[src/rtl/uabr_pkg.sv]
package uabr_pkg;
  localparam int DATA_W = 8;

  // status byte layout
  localparam int ST_BRK   = 0;
  localparam int ST_OVR   = 1;
  localparam int ST_FERR  = 2;
  localparam int ST_EMPTY = 3;
  localparam int ST_FULL  = 4;

  localparam logic [1:0] A_DATA = 2'd0;
  localparam logic [1:0] A_STAT = 2'd1;

  typedef struct packed {
    logic              ferr;
    logic [DATA_W-1:0] data;
  } rx_ent_t;

  typedef enum logic [2:0] {
    RX_IDLE, RX_START, RX_DATA, RX_STOP, RX_HOLD
  } rx_state_t;
endpackage

[src/rtl/uabr_rx.sv]
module uabr_rx
  import uabr_pkg::*;
#(
  parameter int OSR      = 16,
  parameter int TICK_DIV = 1
) (
  input  logic              clk,
  input  logic              rst,
  input  logic              rxd,
  output logic              frm_vld,
  output logic [DATA_W-1:0] frm_data,
  output logic              frm_ferr,
  output logic              brk_evt
);
  localparam int OSR_W = $clog2(OSR);
  localparam int HALF  = OSR / 2;
  localparam int BIT_W = $clog2(DATA_W);

  logic rx_m, rx_s, tick, pend;
  rx_state_t state;
  logic [OSR_W-1:0]  os_cnt;
  logic [BIT_W-1:0]  bit_idx;
  logic [DATA_W-1:0] shreg;

  always_ff @(posedge clk) begin
    if (rst) begin
      rx_m <= 1'b1;
      rx_s <= 1'b1;
    end else begin
      rx_m <= rxd;
      rx_s <= rx_m;
    end
  end

  generate
    if (TICK_DIV > 1) begin : g_div
      localparam int DW = $clog2(TICK_DIV);
      logic [DW-1:0] div_cnt;
      always_ff @(posedge clk) begin
        if (rst || div_cnt == DW'(TICK_DIV - 1)) div_cnt <= '0;
        else                                     div_cnt <= div_cnt + 1'b1;
      end
      assign tick = (div_cnt == DW'(TICK_DIV - 1));
    end else begin : g_nodiv
      assign tick = 1'b1;
    end
  endgenerate

  always_ff @(posedge clk) begin
    if (rst) begin
      state    <= RX_IDLE;
      os_cnt   <= '0;
      bit_idx  <= '0;
      shreg    <= '0;
      pend     <= 1'b0;
      frm_vld  <= 1'b0;
      frm_ferr <= 1'b0;
      frm_data <= '0;
      brk_evt  <= 1'b0;
    end else begin
      frm_vld <= 1'b0;
      brk_evt <= 1'b0;
      case (state)
        RX_IDLE: begin
          if (rx_s) pend <= 1'b0;
          if (tick && !rx_s) begin
            state  <= RX_START;
            os_cnt <= '0;
          end
        end
        RX_START: if (tick) begin
          if (os_cnt == OSR_W'(HALF - 1)) begin
            os_cnt  <= '0;
            bit_idx <= '0;
            state   <= rx_s ? RX_IDLE : RX_DATA;
          end else begin
            os_cnt <= os_cnt + 1'b1;
          end
        end
        RX_DATA: if (tick) begin
          if (os_cnt == OSR_W'(OSR - 1)) begin
            os_cnt <= '0;
            shreg  <= {rx_s, shreg[DATA_W-1:1]};
            if (bit_idx == BIT_W'(DATA_W - 1)) state <= RX_STOP;
            else bit_idx <= bit_idx + 1'b1;
          end else begin
            os_cnt <= os_cnt + 1'b1;
          end
        end
        RX_STOP: if (tick) begin
          if (os_cnt == OSR_W'(OSR - 1)) begin
            os_cnt   <= '0;
            frm_data <= shreg;
            if (rx_s) begin
              state    <= RX_IDLE;
              frm_vld  <= 1'b1;
              frm_ferr <= 1'b0;
              pend     <= 1'b0;
            end else if (pend && shreg == '0) begin
              state   <= RX_HOLD;
              brk_evt <= 1'b1;
              pend    <= 1'b0;
            end else begin
              state    <= RX_IDLE;
              frm_vld  <= 1'b1;
              frm_ferr <= 1'b1;
              pend     <= 1'b1;
            end
          end else begin
            os_cnt <= os_cnt + 1'b1;
          end
        end
        RX_HOLD: if (rx_s) state <= RX_IDLE;
        default: state <= RX_IDLE;
      endcase
    end
  end

  assert_hold_silent_R4: assert property (@(posedge clk) disable iff (rst)
    (state == RX_HOLD) |-> !frm_vld);
  assert_brk_not_pushed_R4: assert property (@(posedge clk) disable iff (rst)
    brk_evt |-> !frm_vld);
endmodule

[src/rtl/uabr_fifo.sv]
module uabr_fifo #(
  parameter int W     = 9,
  parameter int DEPTH = 16,
  localparam int AW    = $clog2(DEPTH),
  localparam int LVL_W = $clog2(DEPTH + 1)
) (
  input  logic             clk,
  input  logic             rst,
  input  logic             wr_en,
  input  logic [W-1:0]     wr_data,
  input  logic             rd_en,
  output logic [W-1:0]     head,
  output logic             empty,
  output logic             full,
  output logic [LVL_W-1:0] level
);
  logic [W-1:0]  mem [DEPTH];
  logic [AW-1:0] wp, rp;
  logic do_wr, do_rd;

  assign empty = (level == '0);
  assign full  = (level == LVL_W'(DEPTH));
  assign do_wr = wr_en && !full;
  assign do_rd = rd_en && !empty;
  assign head  = mem[rp];

  always_ff @(posedge clk) begin
    if (do_wr) mem[wp] <= wr_data;
  end

  always_ff @(posedge clk) begin
    if (rst) begin
      wp    <= '0;
      rp    <= '0;
      level <= '0;
    end else begin
      if (do_wr) wp <= (wp == AW'(DEPTH - 1)) ? '0 : wp + 1'b1;
      if (do_rd) rp <= (rp == AW'(DEPTH - 1)) ? '0 : rp + 1'b1;
      case ({do_wr, do_rd})
        2'b10:   level <= level + 1'b1;
        2'b01:   level <= level - 1'b1;
        default: level <= level;
      endcase
    end
  end

  assert_no_overflow_R7: assert property (@(posedge clk) disable iff (rst)
    wr_en |-> !full);
  assert_level_up_R10: assert property (@(posedge clk) disable iff (rst)
    (wr_en && !full && !(rd_en && !empty)) |=> (level == $past(level) + 1'b1));
  assert_level_same_R10: assert property (@(posedge clk) disable iff (rst)
    (wr_en && rd_en && !empty && !full) |=> (level == $past(level)));
  assert_empty_read_R8: assert property (@(posedge clk) disable iff (rst)
    (rd_en && empty && !wr_en) |=> (level == '0));
endmodule

[src/rtl/uabr_status.sv]
module uabr_status #(
  parameter int NFLAG = 2
) (
  input  logic             clk,
  input  logic             rst,
  input  logic [NFLAG-1:0] set_evt,
  input  logic             st_rd,
  input  logic             st_wr,
  input  logic [NFLAG-1:0] st_wdata,
  output logic [NFLAG-1:0] flag
);
  logic [NFLAG-1:0] arm;

  generate
    for (genvar i = 0; i < NFLAG; i++) begin : g_flag
      always_ff @(posedge clk) begin
        if (rst) begin
          flag[i] <= 1'b0;
          arm[i]  <= 1'b0;
        end else begin
          if (set_evt[i])                          flag[i] <= 1'b1;
          else if (st_wr && arm[i] && !st_wdata[i]) flag[i] <= 1'b0;
          if (st_wr)                    arm[i] <= 1'b0;
          else if (st_rd && flag[i])    arm[i] <= 1'b1;
        end
      end

      assert_set_wins_R6: assert property (@(posedge clk) disable iff (rst)
        set_evt[i] |=> flag[i]);
      assert_no_blind_clear_R6: assert property (@(posedge clk) disable iff (rst)
        (flag[i] && !arm[i]) |=> flag[i]);
      assert_arm_needs_flag_R6: assert property (@(posedge clk) disable iff (rst)
        arm[i] |-> flag[i]);
    end
  endgenerate
endmodule

[src/rtl/uart_brk_rx.sv]
module uart_brk_rx
  import uabr_pkg::*;
#(
  parameter int OSR      = 16,
  parameter int TICK_DIV = 1,
  parameter int DEPTH    = 16
) (
  input  logic                         clk,
  input  logic                         rst,
  input  logic                         rxd,
  input  logic [1:0]                   reg_addr,
  input  logic                         reg_rd,
  input  logic                         reg_wr,
  input  logic [1:0]                   reg_wdata,
  output logic [7:0]                   reg_rdata,
  output logic [$clog2(DEPTH+1)-1:0]   fifo_level
);
  localparam int LVL_W = $clog2(DEPTH + 1);

  logic              frm_vld, frm_ferr, brk_evt;
  logic [DATA_W-1:0] frm_data;
  rx_ent_t           head, wr_ent;
  logic              empty, full, push, pop, ovr_evt;
  logic [1:0]        flags;
  logic [7:0]        stat;

  uabr_rx #(.OSR(OSR), .TICK_DIV(TICK_DIV)) rx_i (
    .clk(clk), .rst(rst), .rxd(rxd),
    .frm_vld(frm_vld), .frm_data(frm_data), .frm_ferr(frm_ferr),
    .brk_evt(brk_evt)
  );

  assign push    = frm_vld && !full;
  assign ovr_evt = frm_vld && full;
  assign pop     = reg_rd && (reg_addr == A_DATA);
  assign wr_ent  = '{ferr: frm_ferr, data: frm_data};

  uabr_fifo #(.W($bits(rx_ent_t)), .DEPTH(DEPTH)) fifo_i (
    .clk(clk), .rst(rst),
    .wr_en(push), .wr_data(wr_ent),
    .rd_en(pop), .head(head),
    .empty(empty), .full(full), .level(fifo_level)
  );

  uabr_status #(.NFLAG(2)) stat_i (
    .clk(clk), .rst(rst),
    .set_evt({ovr_evt, brk_evt}),
    .st_rd(reg_rd && reg_addr == A_STAT),
    .st_wr(reg_wr && reg_addr == A_STAT),
    .st_wdata(reg_wdata),
    .flag(flags)
  );

  always_comb begin
    stat           = '0;
    stat[ST_BRK]   = flags[0];
    stat[ST_OVR]   = flags[1];
    stat[ST_FERR]  = !empty && head.ferr;
    stat[ST_EMPTY] = empty;
    stat[ST_FULL]  = full;
  end

  always_ff @(posedge clk) begin
    if (rst) begin
      reg_rdata <= '0;
    end else if (reg_rd) begin
      case (reg_addr)
        A_DATA:  reg_rdata <= empty ? 8'h00 : head.data;
        A_STAT:  reg_rdata <= stat;
        default: reg_rdata <= 8'h00;
      endcase
    end
  end

  assert_ovr_flag_R7: assert property (@(posedge clk) disable iff (rst)
    ovr_evt |=> flags[1]);
  assert_level_bound_R10: assert property (@(posedge clk) disable iff (rst)
    fifo_level <= LVL_W'(DEPTH));
endmodule

[config.mk]
export PLATFORM = sky130hd
export DESIGN_NAME = uart_brk_rx
export DESIGN_NICKNAME = d
export VERILOG_FILES = /design/src/rtl/uabr_pkg.sv /design/src/rtl/uabr_rx.sv /design/src/rtl/uabr_fifo.sv /design/src/rtl/uabr_status.sv /design/src/rtl/uart_brk_rx.sv
export SDC_FILE = /design/constraint.sdc
export NUM_CORES = 1
export LEC_CHECK = 0
export ABC_AREA = 1
export BUFFER_PORTS_ARGS = -buffer_cell sky130_fd_sc_hd__buf_2
export CAP_MARGIN = 5
export CORE_UTILIZATION = 50
export CTS_BUF_LIST = sky130_fd_sc_hd__clkbuf_2
export DETAILED_ROUTE_END_ITERATION = 10
export PLACE_DENSITY = 0.66
export REMOVE_ABC_BUFFERS = 1
export SYNTH_ARGS = -nofsm -noshare
export SYNTH_HDL_FRONTEND = slang
export SYNTH_SLANG_ARGS = --single-unit
[constraint.sdc]
create_clock -name clk -period 4.6 [get_ports clk]
set_input_delay 0.92 -clock clk [delete_from_list [all_inputs] [get_ports clk]]
set_output_delay 0.92 -clock clk [all_outputs]
set_load 0.005 [all_outputs]
==> impl_results.md <==
- DRC violations left: 0
- Class of the tightest hold or removal check: input port to register
- R2R Path End: reg_rdata[1]
- Buffers added on ports: 21
- Register area share after synthesis: 0.661
- Nature of the critical path endpoint: register
- Status: completed
- Ys flop type: edfxtp_1
- Ports: 22
- CTS Buf Count: 50
- Skew-Pair Late Insertion Delay: 0.79 ns
- Post-Place Cells: 995
- Largest family of logic cells by synthesized area: simple AND/OR/NAND/NOR gates
- Drt via density: 5.52
- Slew Viols, Final: 0
- Final core occ: 0.549
- Peak supply drop: 0.297 mV
- Area leader, netlist: edfxtp_1
- Top-count cell post-synth: edfxtp_1
- Most instantiated cells after synthesis: edfxtp_1, nor2_1, nand2_1
- Area grow syn2layout: 7.62%
- Hold path startpoint: rxd
- RSZ-0062 raised after global routing: false
- Post-cts sizing count: 0
- Initial antenna violation count: 0
- Global Route Usage Sum: 0.225
- Asr flop ratio synth: 0
- Post-Synth Adder-Cell Area: 0.0149
- Final hold violation count: 0
- Period utilization: 0.553
- Cell Chain, Critical Path: inv_4, or2_2, o21ai_0, o22ai_1, nand2_1, nand3_1, nand3_1, a21oi_1
- Max incr delay on CP: 0.87 ns
- # hold bufs at CTS: 0
- Final wirelength: 19000 um
- Post-Syn Area: 8390 um2
- Synth cell types: 40
- Share of layout cells above drive strength 1: 0.136
- Worst path required time: 5.25 ns
- ANT cells: 0
- Fin crit period: 2.54 ns
- Syn Area/Cell: 10.7 um2
- CP max-delay cell: dfxtp_2
- Total grt overflow: 0
- Synthesis-stage register bit count: 205
- Synth area leaders: edfxtp_1, dfxtp_1, nor2_1
- Post-CTS setup buffers: 0
- Gate Count Post-Synth: 788
- Yosys top cell area share: 0.515
- Core ar.: 16500 um2
- Vias in the first global route: 5826
- Simple-Gate Fraction of Synth Area: 0.146
- Placer Congestion: 0.877
- Die Height: 132 um
- Crit Path Max Fanout: 64
- Power Density: 364 nW/um2
- Clock Tree Buf Depth: 3
- Clock Pin Slew Worst Setup and Hold Paths: 0.12 ns
- Slew HR: 0.325
- Mux contribution to synthesized area: 0
- Leakage power: 3.63 nW
- Hpwl dp: 11700 um
- Full die area: 17300 um2
- Setup TNS: 0 ns
- Setup WS post-layout: 2.06 ns
- Die Span X: 132 um
- Setup violations, final: 0
- Fmax: 0.393 GHz
- Root Driver: clkbuf_2
- Cell Count, Final, Fillers Out: 1088
- Number of max-cap violations: 0
- XOR/XNOR Fraction of Synth Area: 0.00730
- DR WL/cell: 17.5 um
- Crit Path Category: register to register
- Antenna-violating nets left: 0
- CTS tree: done
- WP data arrival: 3.20 ns
- Detailed Routing Iterations Pass 1: 4
- First-pass GRT wire length: 30400 um
- Post-synth EDFFs: 144
- Row count: 47
- Final nets: 846
- Sink Count: 205
- Post-place setup slack: 1.68 ns
- Starting Density: 0.510
- R2r worst-path depth: 8
- Worst-Margin Slew: 1.01 ns
- H-tree level count: 2
- Synth Area in Compound Gates: 0.119
- Initial DRC Count: 505
- R2r setup slk: 2.06 ns
- Critical Path Most Common Cell: nand3_1
- Startpoint types: register
- Hold path endpoint: rx_i.rx_m
- Total number of vias: 6008
- Largest net degree at the start of global routing: 65
- Yosys warns: 0
- Worst Hold Depth: 2
- Clk_skew: 0.0927 ns
==> worst max-delay path, delay by kind of cell (launching register included) <==
family / cells / cell delay, ns
AO/OA/AOI/OAI: 3 / 0.25
flip-flops: 1 / 0.87
AND/OR/NAND/NOR: 4 / 0.80
buffers and inverters: 1 / 0.45
==> metal layers <==
layer / vias to the layer above / wire (um) / track usage
met5: - / 0 / 0
met2: 224 / 9120 / 0.362
li1: 2864 / - / -
met1: 2888 / 8140 / 0.299
met4: 0 / 370 / 0.0950
met3: 32 / 1360 / 0.0440
==> worst max-delay path by stage <==
stage,cells past startpoint,slack [ns],startpoint,to
3_5_place_dp,14,1.68,reg_rd,fifo_i.level[4]
2_1_floorplan,8,1.71,register,reg_rdata[1]
3_3_place_gp,14,1.79,reg_rd,fifo_i.level[4]
4_1_cts,8,2.08,register,reg_rdata[1]
6_report,8,2.06,register,reg_rdata[1]
5_1_grt,8,1.81,register,reg_rdata[1]
==> placed cells by master (no fill, tap or decap), types with 2 or more instances in the layout <==
master / count
inv_1: 54
xor2_1: 6
a21oi_1: 48
clkinv_1: 17
nand2_1: 88
inv_2: 2
buf_4: 3
dfxtp_1: 60
nand4_1: 2
o22ai_1: 7
clkbuf_2: 74
o21ai_0: 84
o221ai_1: 3
buf_2: 21
nand3_1: 45
o31ai_1: 4
or2_2: 5
nand2_2: 3
o211ai_1: 21
edfxtp_1: 144
a211oi_1: 4
ha_1: 10
nor3_1: 9
nor2_1: 136
==> metrics by stage <==
stage                     hold slack, ns  cell area, um2  total power (W)
after floorplan                    0.389            8180          0.00214
after global placement             0.404            8580          0.00217
after detailed placement           0.394            8580          0.00218
after CTS                          0.277            9030          0.00331
after global routing               0.291            9030          0.00342
final                              0.349            9030          0.00329
==> flip-flops by register name (all words and copies together) (netlist names), 3 cells and up, named ones only <==
register       count
fifo_i.level       5
fifo_i.mem       144
fifo_i.rp          4
fifo_i.wp          4
reg_rdata          8
rx_i.bit_idx       3
rx_i.frm_data      8
rx_i.os_cnt        4
rx_i.shreg         8
rx_i.state         3
==> power breakdown <==
group	leakage (nW)	internal [W]	switching, W
Sequential	2.09	0.00197	0.0000185
Clock	0.342	0.000434	0.000709
Combinational	1.20	0.0000529	0.000108
==> logic make-up after synthesis <==
group,Yosys count
xor gates and xnor gates,7
and+or+nand+nor,294
buffers and inverters,95
AOI/OAI and AO/OA,177
DFF,205
adders and majority gates,10
==> cell type report <==
class                      count  area [um2]
multi-input combinational    488        2410
inverter                      58         225
tap                          220         275
sequential                   205        5550
clock inverter                19        77.6
timing repair buffer          24         128
fill                        1448        7430
clock buffer                  74         370
No activity file was read; power rests on OpenSTA's default activity.
